===== src/rtl/lane_parity_pkg.sv =====
// Package: shared types and helpers for the lane parity unit.
// Assumes lanes are equal width with the parity bit in the top position.
package lane_parity_pkg;

    // Parity sense selected by the port's odd/even control
    typedef enum logic {
        PAR_EVEN = 1'b0,
        PAR_ODD  = 1'b1
    } par_sense_e;

    // Lowest bit index of a lane inside the packed word
    function automatic int unsigned lane_base(input int unsigned lane, input int unsigned lane_w);
        return lane * lane_w;
    endfunction

endpackage


===== src/rtl/par_tree.sv =====
// Module: par_tree
// An XOR reduction over W inputs, inverted when odd parity is selected.
// Fed a full lane, it returns 1 on a failing lane. Fed only the payload
// (with a zero in the parity slot), it returns the parity bit to emit.
// Assumes W >= 2. Purely combinational.
module par_tree #(
    parameter int W = 9
) (
    input  logic [W-1:0] bits,
    input  logic         odd,
    output logic         flip
);
    // Reduce and apply the parity sense
    always_comb begin
        flip = (^bits) ^ odd;
    end
endmodule


===== src/rtl/par_err_merge.sv =====
// Module: par_err_merge
// Folds the per-lane failure bits into one active-low error flag.
// A force input holds the flag inactive while the trees serve generation.
// Purely combinational.
module par_err_merge #(
    parameter int LANES = 4
) (
    input  logic [LANES-1:0] lane_fail,
    input  logic             force_ok,
    output logic             err_n
);
    // Any failing lane pulls the flag low unless forced inactive
    always_comb begin
        err_n = force_ok | ~(|lane_fail);
    end
endmodule


===== src/rtl/lane_parity_unit.sv =====
// Module: lane_parity_unit (top)
// Parity check on incoming pin data and optional parity generation on
// outgoing read data for one port of LANES lanes of LANE_W bits.
// One bank of trees checks the pins and also generates parity for
// mailbox reads. A smaller payload-only bank generates for queue reads.
// Assumes: the parity bit is the top bit of each lane; no clock, no state.
module lane_parity_unit
    import lane_parity_pkg::*;
#(
    parameter int LANES  = 4,
    parameter int LANE_W = 9
) (
    input  logic                      par_odd,
    input  logic                      gen_en,
    input  logic                      wr_sel,
    input  logic                      mbox_sel,
    input  logic [LANES*LANE_W-1:0]   pin_data,
    input  logic [LANES*LANE_W-1:0]   rd_data,
    output logic [LANES*LANE_W-1:0]   out_data,
    output logic                      par_err_n
);
    localparam int DW    = LANES * LANE_W;
    localparam int PAY_W = LANE_W - 1;

    par_sense_e        sense;
    logic              odd_sel;
    logic              share_gen;   // trees are lent to mailbox generation
    logic [LANES-1:0]  shared_flip; // fail bit or generated mailbox bit
    logic [LANES-1:0]  queue_gen;   // generated bit for queue reads
    logic [LANES-1:0]  lane_fail;

    // Decode the parity sense into a single tree control
    always_comb begin
        sense   = par_sense_e'(par_odd);
        odd_sel = (sense == PAR_ODD);
    end

    // A generating mailbox read takes over the shared trees
    always_comb begin
        share_gen = ~wr_sel & mbox_sel & gen_en;
    end

    for (genvar g = 0; g < LANES; g++) begin : g_lane
        localparam int BASE = g * LANE_W;
        logic [LANE_W-1:0] tree_in;

        // Steer pins or the outgoing mailbox payload into the shared tree
        always_comb begin
            if (share_gen) begin
                tree_in = {1'b0, rd_data[BASE +: PAY_W]};
            end else begin
                tree_in = pin_data[BASE +: LANE_W];
            end
        end

        par_tree #(.W(LANE_W)) u_shared (
            .bits (tree_in),
            .odd  (odd_sel),
            .flip (shared_flip[g])
        );

        par_tree #(.W(PAY_W)) u_queue_gen (
            .bits (rd_data[BASE +: PAY_W]),
            .odd  (odd_sel),
            .flip (queue_gen[g])
        );

        // Failure bits are only meaningful while the tree checks the pins
        always_comb begin
            lane_fail[g] = shared_flip[g] & ~share_gen;
        end

        // Rebuild the outgoing lane, replacing its parity bit when enabled
        always_comb begin
            out_data[BASE +: PAY_W] = rd_data[BASE +: PAY_W];
            if (!gen_en) begin
                out_data[BASE + PAY_W] = rd_data[BASE + PAY_W];
            end else if (share_gen) begin
                out_data[BASE + PAY_W] = shared_flip[g];
            end else begin
                out_data[BASE + PAY_W] = queue_gen[g];
            end
        end
    end

    par_err_merge #(.LANES(LANES)) u_merge (
        .lane_fail (lane_fail),
        .force_ok  (share_gen),
        .err_n     (par_err_n)
    );

    // Keep DW referenced for width documentation of the packed word
    initial begin
        if (DW != LANES * LANE_W) $display("lane_parity_unit: width mismatch");
    end
endmodule


===== config.mk =====
export PLATFORM = sky130hd
export DESIGN_NAME = lane_parity_unit
export DESIGN_NICKNAME = d
export VERILOG_FILES = /design/src/rtl/lane_parity_pkg.sv /design/src/rtl/par_tree.sv /design/src/rtl/par_err_merge.sv /design/src/rtl/lane_parity_unit.sv
export SDC_FILE = /design/constraint.sdc
export NUM_CORES = 1
export LEC_CHECK = 0
export BUFFER_PORTS_ARGS = -buffer_cell sky130_fd_sc_hd__clkbuf_2
export CAP_MARGIN = 5
export CORE_MARGIN = 1
export CORE_UTILIZATION = 34
export DETAILED_ROUTE_END_ITERATION = 8
export PLACE_DENSITY = 0.82
export SYNTH_ARGS = -nofsm -noshare
export SYNTH_HDL_FRONTEND = slang
export SYNTH_SLANG_ARGS = --single-unit
export TNS_END_PERCENT = 100

===== constraint.sdc =====
create_clock -name vclk -period 4.7
set_clock_uncertainty 0.05 [all_clocks]
set_input_delay 0.94 -clock vclk [all_inputs]
set_output_delay 0.94 -clock vclk [all_outputs]
set_load 0.01 [all_outputs]

==> impl_results.md, run 1 <==
- Status: finished clean
- Syn Nets: 175
- Post-route clock period utilization: 72.33%
- Post-CTS Setup Bufs: 0
- Seq cells: 0
- DR vias: 903
- Max-slew violation count: 0
- Clk_buf instances: 0
- Yosys cell types: 8
- # setup viols final: 0
- CP max FO: 8
- Final hold slack: 2.041 ns
- CP arrival: 2.41 ns
- Initial antenna violation count: 0
- Total of max-cap violations: 0
- Detailed Place HPWL: 1992 µm
- Antenna cells: 0
- Critical path type: in -> out
- Detailed-route wire length: 2094 µm
- Worst slew pin tran: 0.2668 ns
- Crit path capture type: output port
- Port buffer count: 113
- Hold Crit Class: in -> out
- Die footprint: 0.003028 mm²
- Min cycle time layout: 3.399 ns
- Drt drc: 0
- Resized Gates After CTS: 0
- Commonest non-fill, non-tap cell in the layout: clkbuf_2
- Peak VDD IR: 100.8 µV
- Detail Route Antenna Nets: 0
- Placeable Area: 0.002567 mm²
- Chip Height: 55.03 µm
- FF+latch area: 0 µm²
- Yosys warnings: 0
- Sequential cell area fraction in the yosys report: 0%
- Hold_buf cts: 0
- GRT Total Usage: 12.67%
- Largest net degree at the start of global routing: 9
- Avg WL per Cell: 10.02 µm
- Row count: 18
- P&R area growth vs syn: 36.78%
- I/O pin total: 113
- Share of cells above drive strength 1: 65.92%
- Via density: 4.321
- Crit path required time: 3.71 ns
- Synthesized area per cell: 9.656 µm²
- Power Dens Cells: 161.3 mW/mm²
- Leak: 0.7442 nW
- Nets: 257
- DR pass1 iterations: 2
- Cells after synthesis: 99
- Vias in the first global route: 753
- Initial core utilization: 37.23%
- Post-Syn Area: 955.9 µm²
- FMAX: 294.2 MHz
- Crit path launch type: primary input
- Max_slew headroom: 82.21%
- Top library cells by usage in the layout, fill and taps aside: clkbuf_2, xnor2_1, xor2_1, xnor3_1, mux2_2
- Initial DRC Count: 2
- GR Overflow Total: 0
- Die Span X: 55.03 µm
- RSZ-0062 raised after global routing: false
- Fin. Hold Viols: 0
- First-pass GRT wire length: 2829 µm
- Post-route setup TNS: 0 ns
- Routability-driven placement congestion ratio: 0.7344
kinds of logic after synthesis:
kind of cell / Yosys count / share of synthesized area [%]
xor gates and xnor gates: 60 / 66.49
buffers and inverters: 33 / 26.31
muxes: 4 / 4.712
AOI/OAI and AO/OA: 1 / 1.702
and+or+nand+nor: 1 / 0.7856
cell type report:
cell class	instances	area [µm²]
Fill cell	256	1260
Timing Repair Buffer	113	565.5
Multi-Input combinational cell	66	704.4
Tap cell	30	37.54
path summary, 6_finish.rpt:
kind | startpoint | endpoint | slack [ns] | depth (start not counted)
setup / recovery | par_odd | par_err_n | 1.30 | 6
hold / removal | rd_data[6] | out_data[6] | 2.04 | 2
report_power, final:
part           switching, mW  internal (mW)  total [mW]
combinational         0.0839          0.127       0.211
clock                      0              0           0
sequential                 0              0           0
through the flow:
step / utilization (%) / power (mW) / worst slack [ns] / cell area [µm²] / cells
global route: 50.93 / 0.2316 / 1.105 / 1308 / 209
CTS: 50.93 / 0.2135 / 1.266 / 1308 / 209
global placement: 50.93 / 0.2100 / 1.333 / 1308 / 209
detailed placement: 50.93 / 0.2123 / 1.269 / 1308 / 209
floorplan: - / 0.1597 / 1.569 / 955.9 / 99
finish: 50.93 / 0.2109 / 1.301 / 1308 / 209
synth_stat cells, drive strengths merged:
cell type	instances	area, µm²
nand3b	1	7.510
xnor2	44	385.4
o41ai	1	16.27
xor2	8	70.07
xnor3	8	180.2
mux2	4	45.04
buf	33	251.5
critical path, stage by stage:
cell,delay (ns)
clkbuf_2,0.20
xnor2_1,0.23
xnor3_1,0.35
xnor2_1,0.15
o41ai_2,0.35
clkbuf_2,0.18
layer usage:
| layer | vias up | wire length, µm | GRT usage (%) | share of wire (%) |
|---|---|---|---|---|
| met3 | 0 | 192 | 0.5464 | 9.2 |
| li1 | 446 | - | - | - |
| met5 | - | 0 | 0 | 0 |
| met4 | 0 | 0 | 0 | 0 |
| met1 | 392 | 670 | 12.50 | 32 |
| met2 | 65 | 1231 | 29.12 | 59 |
No activity file was read; power rests on OpenSTA's default activity.
==> inputs of run 2 (changes only) <==
ABC_AREA = 1   (was not set)
PLACE_DENSITY = 0.69   (was 0.82)
clock period = 2.9 ns   (was 4.7 ns; I/O delays follow)
==> run 2 against run 1 <==
Global-route usage is 0.88 points higher. Total power is 92% higher. Synthesized cell count grew to 3.8 times the previous value. Design area is 68% higher. Flip-flop and latch count stayed put. Combinational power is 91% higher. First-iteration DRC count grew to 29 times the previous value. Worst setup slack worse by 0.97 ns. Final cell count grew to 2.5 times the previous value. Die area is 84% higher. Highest routed layer unchanged.
==> impl_results.md, run 2 <==
- Detail Route Antenna Nets: 0 (unchanged)
- CP max FO: 29 (+21)
- Hold Crit Class: in -> out
- Crit path launch: gen_en
- Post-layout util: 42.92% (-8.0 points)
- Avg WL per Cell: 7.747 µm (-23%)
- Row count: 26 (+8)
- Cell chain of the critical path: clkbuf_2, nand2_2, nor2_4, buf_12, nand2_1, nand2_1, nand2_1, nand2_1, nand2_1, nand2_1, nand2_1, nand3_1, nand2_1, nor2_2, clkbuf_2
- GR Overflow Total: 0 (unchanged)
- Yosys cell types: 17 (+9)
- Crit path capture type: output port
- Max_slew headroom: 79.78% (-2.4 points)
- Worst Min Path Start: rd_data[30]
- Top cell type's share of synthesized area: 44.56% (+4.2 points)
- Crit path required time: 2.27 ns (-1.44 ns)
- Worst setup endpoint: par_err_n
- Max-slew violation count: 0 (unchanged)
- Synthesized area per cell: 4.734 µm² (-51%)
- Detailed-route wire length: 4075 µm (+95%)
- Port buffer count: 113 (unchanged)
- FF+latch area: 0 µm² (unchanged)
- P&R area growth vs syn: 22.18%
- Die footprint: 0.005572 mm² (+84%)
- Initial DRC Count: 57 (+55)
- Min cycle time layout: 2.569 ns
- Peak VDD IR: 60.12 µV (-40%)
- Drt drc: 0 (unchanged)
- CP dominant cell by count: nand2_1
- # setup viols final: 0 (unchanged)
- Placeable Area: 0.005107 mm² (+99%)
- Antenna cells: 0 (unchanged)
- Resized Gates After CTS: 0 (unchanged)
- PnR Total Power: 404.3 µW (+92%)
- DR vias: 2212 (+140%)
- Yosys warnings: 0 (unchanged)
- Worst slew pin tran: 0.3011 ns (+0.03426 ns)
- # fillers: 580 (+130%)
- Commonest non-fill, non-tap cell in the layout: nand2_1
- WP depth: 15 (+9)
- Worst path bufs/invs: 3 (+1)
- Detailed Place HPWL: 3593 µm (+80%)
- Post-Syn Area: 0.001794 mm² (+88%)
- FMAX: 389.2 MHz
- Post-CTS Setup Bufs: 0 (unchanged)
- Placement Cell Area: 0.002192 mm² (+68%)
- Leak: 1.586 nW (+110%)
- Post-route setup TNS: 0 ns (unchanged)
- Syn Nets: 455 (+160%)
- Worst path slowest cell: buf_12
- Top library cells by usage in the layout, fill and taps aside: nand2_1, clkbuf_2, inv_1
- Hold_buf cts: 0 (unchanged)
- Initial antenna violation count: 0 (unchanged)
- Total of max-cap violations: 0 (unchanged)
- Post-route clock period utilization: 88.59%
- Biggest area consumer among synthesized cells: nand2_1
- Sequential cell area fraction in the yosys report: 0% (unchanged)
- Critical path type: in -> out
- Nets: 534 (+110%)
- DR pass1 iterations: 4 (+2)
- Setup WS post-layout: 0.3309 ns (-0.9697 ns)
- Seq cells: 0 (unchanged)
- Chip Height: 74.65 µm (+36%)
- Routability-driven placement congestion ratio: 0.8297 (+13%)
- Pre-CTS WS: 0.3065 ns (-0.9623 ns)
- Power Dens Cells: 184.4 mW/mm² (+14%)
- Fin. Hold Viols: 0 (unchanged)
- Clk_buf instances: 0 (unchanged)
- Initial core utilization: 35.13% (-2.1 points)
- CP top delay family: simple AND/OR/NAND/NOR gates
- Fin area: 0.002192 mm² (+68%)
- Largest net degree at the start of global routing: 40 (+31)
- First-pass GRT wire length: 6237 µm (+120%)
- I/O pin total: 113 (unchanged)
- CP arrival: 1.94 ns (-0.47 ns)
- Status: finished clean
- GRT Total Usage: 13.55% (+0.88 points)
- Cells after synthesis: 379 (+280%)
- Share of cells above drive strength 1: 26.32% (-40 points)
- Top post-synthesis cells by area: nand2_1, buf_4, inv_1
- RSZ-0062 raised after global routing: false
- Vias in the first global route: 1621 (+120%)
- Die Span X: 74.65 µm (+36%)
- Count leader, synth: nand2_1
- Synth cell count leaders: nand2_1, inv_1, buf_4
- Critical Path Max Stage Delay: 0.18 ns (-0.17 ns)
- Via density: 4.205 (-2.7%)
- Crit path launch type: primary input
-- run 2: through the flow --
stage               hold WS (ns)  instances
finish                     1.320        526
global route               1.329        526
CTS                        1.323        526
detailed placement         1.322        526
global placement           1.320        526
floorplan                  1.202        379
-- run 2: power breakdown --
part	internal (mW)	leakage, nW	total, mW	switching (mW)
clock network	0	0	0	0
logic	0.174	1.59	0.404	0.230
registers	0	0	0	0
-- run 2: how the worst min path moves through the flow --
stage                         to  slack, ns  cells after the start
detailed placement  out_data[30]       1.32                      2
CTS                 out_data[30]       1.32                      2
floorplan            out_data[0]       1.20                      1
global route        out_data[30]       1.33                      2
global placement    out_data[21]       1.32                      2
finish              out_data[30]       1.32                      2
-- run 2: cell type report --
| cell class | count | area, µm² | area share [%] |
|---|---|---|---|
| inverters | 55 | 206.4 | 9.418 |
| multi-input cells | 285 | 1285 | 58.62 |
| well taps | 70 | 87.58 | 3.995 |
| repair buffers | 116 | 613.1 | 27.97 |
-- run 2: per-layer routing --
metal | GRT usage [%] | routed length (µm) | vias up | part of all wire (%)
met4 | 0 | 0 | 0 | 0
met5 | 0 | 0 | - | 0
met2 | 28.03 | 1957 | 75 | 48
met3 | 0 | 198 | 0 | 4.9
li1 | - | - | 1247 | -
met1 | 16.43 | 1918 | 890 | 47
-- run 2: cell families (layout without fill, tap and decap cells) --
| logic type | after synthesis | count (layout) | synth area share (%) |
|---|---|---|---|
| AND/OR/NAND/NOR | 251 | 251 | 55.86 |
| AO/OA/AOI/OAI | 4 | 4 | 1.116 |
| XOR/XNOR | 30 | 30 | 14.64 |
| buffers and inverters | 94 | 171 | 28.38 |
==> inputs of run 3 (changes only) <==
--- a/config.mk
+++ b/config.mk
@@ -11,5 +11,4 @@
 export CORE_MARGIN = 1
-export CORE_UTILIZATION = 34
+export CORE_UTILIZATION = 30
 export DETAILED_ROUTE_END_ITERATION = 8
-export PLACE_DENSITY = 0.69
 export SYNTH_ARGS = -nofsm -noshare
==> constraint.sdc (replaced) <==
create_clock -name vclk -period 2.9
set_clock_uncertainty 0.05 [all_clocks]
set_input_delay 0.145 -clock vclk [all_inputs]
set_output_delay 0.145 -clock vclk [all_outputs]
set_load 0.01 [all_outputs]
==> run 3 against run 2 <==
Sequential share of layout area did not move. Fmax increased by 26%. Via count decreased by 1.5%. Worst hold slack worse by 0.87 ns. Critical path depth decreased by 1. Core utilization is 4.7 points lower. Clock-buffer cell count unchanged. First-iteration DRC count grew 3.5%. Critical endpoint unchanged. Largest cell class unchanged.
==> impl_results.md, run 3 (synthesis gave the netlist of run 2 again) <==
- RSZ-0062 raised after global routing: false
- First-pass GRT wire length: 7065 µm (+13%)
- P&R area growth vs syn: 20.08%
- Placement Cell Area: 0.002155 mm² (-1.7%)
- Initial DRC Count: 59 (+3.5%)
- Commonest non-fill, non-tap cell in the layout: nand2_1
- Critical path type: in -> out
- I/O pin total: 113 (unchanged)
- Worst path bufs/invs: 3 (unchanged)
- Power Dens Cells: 186.2 mW/mm² (+0.98%)
- Cell chain of the critical path: clkbuf_2, nand2_2, nor2_4, o21ai_0, nand3_1, nand2_1, clkinv_1, nand2_1, nand2_1, nand2_1, nand3_1, nand2_1, nor2_2, clkbuf_2
- Clk_buf instances: 0 (unchanged)
- Detail Route Antenna Nets: 0 (unchanged)
- Top library cells by usage in the layout, fill and taps aside: nand2_1, clkbuf_2, inv_1
- Chip Height: 79.34 µm (+6.3%)
- Non-Filler Instances: 526 (unchanged)
- Drt drc: 0 (unchanged)
- CP top delay family: simple AND/OR/NAND/NOR gates
- Crit path required time: 2.71 ns (+0.44 ns)
- CP max FO: 29 (unchanged)
- Post-CTS Setup Bufs: 0 (unchanged)
- P_int: 169.3 µW (-2.6%)
- Detailed Place HPWL: 3665 µm (+2.0%)
- GRT Total Usage: 13.17% (-0.37 points)
- Worst path slowest cell: nor2_4
- DR vias: 2179 (-1.5%)
- Resized Gates After CTS: 0 (unchanged)
- Seq cells: 0 (unchanged)
- Hold Crit Class: in -> out
- CP dominant cell by count: nand2_1
- Die Span X: 79.34 µm (+6.3%)
- Routability-driven placement congestion ratio: 0.7383 (-11%)
- Post-route clock period utilization: 70.58% (-18 points)
- Clock network power share: 0% (unchanged)
- Port buffer count: 113 (unchanged)
- Leak: 1.566 nW (-1.2%)
- # fillers: 649 (+12%)
- GR Overflow Total: 0 (unchanged)
- Avg WL per Cell: 8.019 µm (+3.5%)
- Fin area: 0.002155 mm² (-1.7%)
- Hold_buf cts: 0 (unchanged)
- Total of max-cap violations: 0 (unchanged)
- Status: finished clean
- Sw power: 231.9 µW (+0.67%)
- CP arrival: 1.85 ns (-0.09 ns)
- Flop pwr share: 0% (unchanged)
- Max-slew violation count: 0 (unchanged)
- Placeable Area: 0.005642 mm² (+10%)
- Setup WS post-layout: 0.8531 ns (+0.5222 ns)
- Row count: 27 (+3.8%)
- Worst slew pin tran: 0.6072 ns (+0.3061 ns)
- Vias in the first global route: 1828 (+13%)
- Crit path launch type: primary input
- DR pass1 iterations: 4 (unchanged)
- Largest net degree at the start of global routing: 40 (unchanged)
- Peak VDD IR: 67.22 µV (+12%)
- Die footprint: 0.006294 mm² (+13%)
- Fin. Hold Viols: 0 (unchanged)
- # setup viols final: 0 (unchanged)
- Via density: 4.143 (-1.5%)
- Crit path capture type: output port
- PnR Total Power: 401.2 µW (-0.74%)
- Combinational power share: 100.0% (about the same)
- Post-layout util: 38.19% (-4.7 points)
- Initial antenna violation count: 0 (unchanged)
- Final hold slack: 0.4515 ns (-0.8688 ns)
- Detailed-route wire length: 4218 µm (+3.5%)
- Placed Instances: 526 (unchanged)
- Min cycle time layout: 2.047 ns (-0.5222 ns)
- Post-route setup TNS: 0 ns (unchanged)
- Max_slew headroom: 59.43% (-20 points)
- FF+latch area: 0 µm² (unchanged)
- Share of cells above drive strength 1: 25.99% (-0.32 points)
- Antenna cells: 0 (unchanged)
- Nets: 532 (-0.37%)
- Critical Path Max Stage Delay: 0.47 ns (+0.29 ns)
- Initial core utilization: 31.80% (-3.3 points)
- Pre-CTS WS: 0.8226 ns (+0.5161 ns)
- Sw frac: 57.80% (+0.81 points)
- FMAX: 488.6 MHz (+26%)
-- run 3: cell count changes in the layout (fill, tap and decap cells not counted) --
cell    delta
buf_12     -2
-- run 3: layout make-up --
class                      instances  area, µm²  share of cell area [%]
timing repair buffer             114      573.1                   26.60
multi-input combinational        285       1285                   59.64
tap                               72      90.09                   4.181
inverter                          55      206.4                   9.582
-- run 3: power by group through the flow --
stage / combinational (mW) / clock [mW] / sequential, mW
detailed placement: 0.406 / 0 / 0
global placement: 0.403 / 0 / 0
global route: 0.462 / 0 / 0
CTS: 0.408 / 0 / 0
finish: 0.401 / 0 / 0
floorplan: 0.294 / 0 / 0
-- run 3: path summary, 6_finish.rpt --
kind	from	cells past startpoint	slack [ns]	endpoint
max	gen_en	14	0.85	par_err_n
min	rd_data[27]	2	0.45	out_data[27]
-- run 3: per-layer routing --
metal	up-vias	part of all wire (%)	track usage, %
met3	0	4.4	0.2299
met2	65	49	25.86
met4	0	0	0.5455
li1	1242	-	-
met5	-	0	0
met1	872	47	16.53
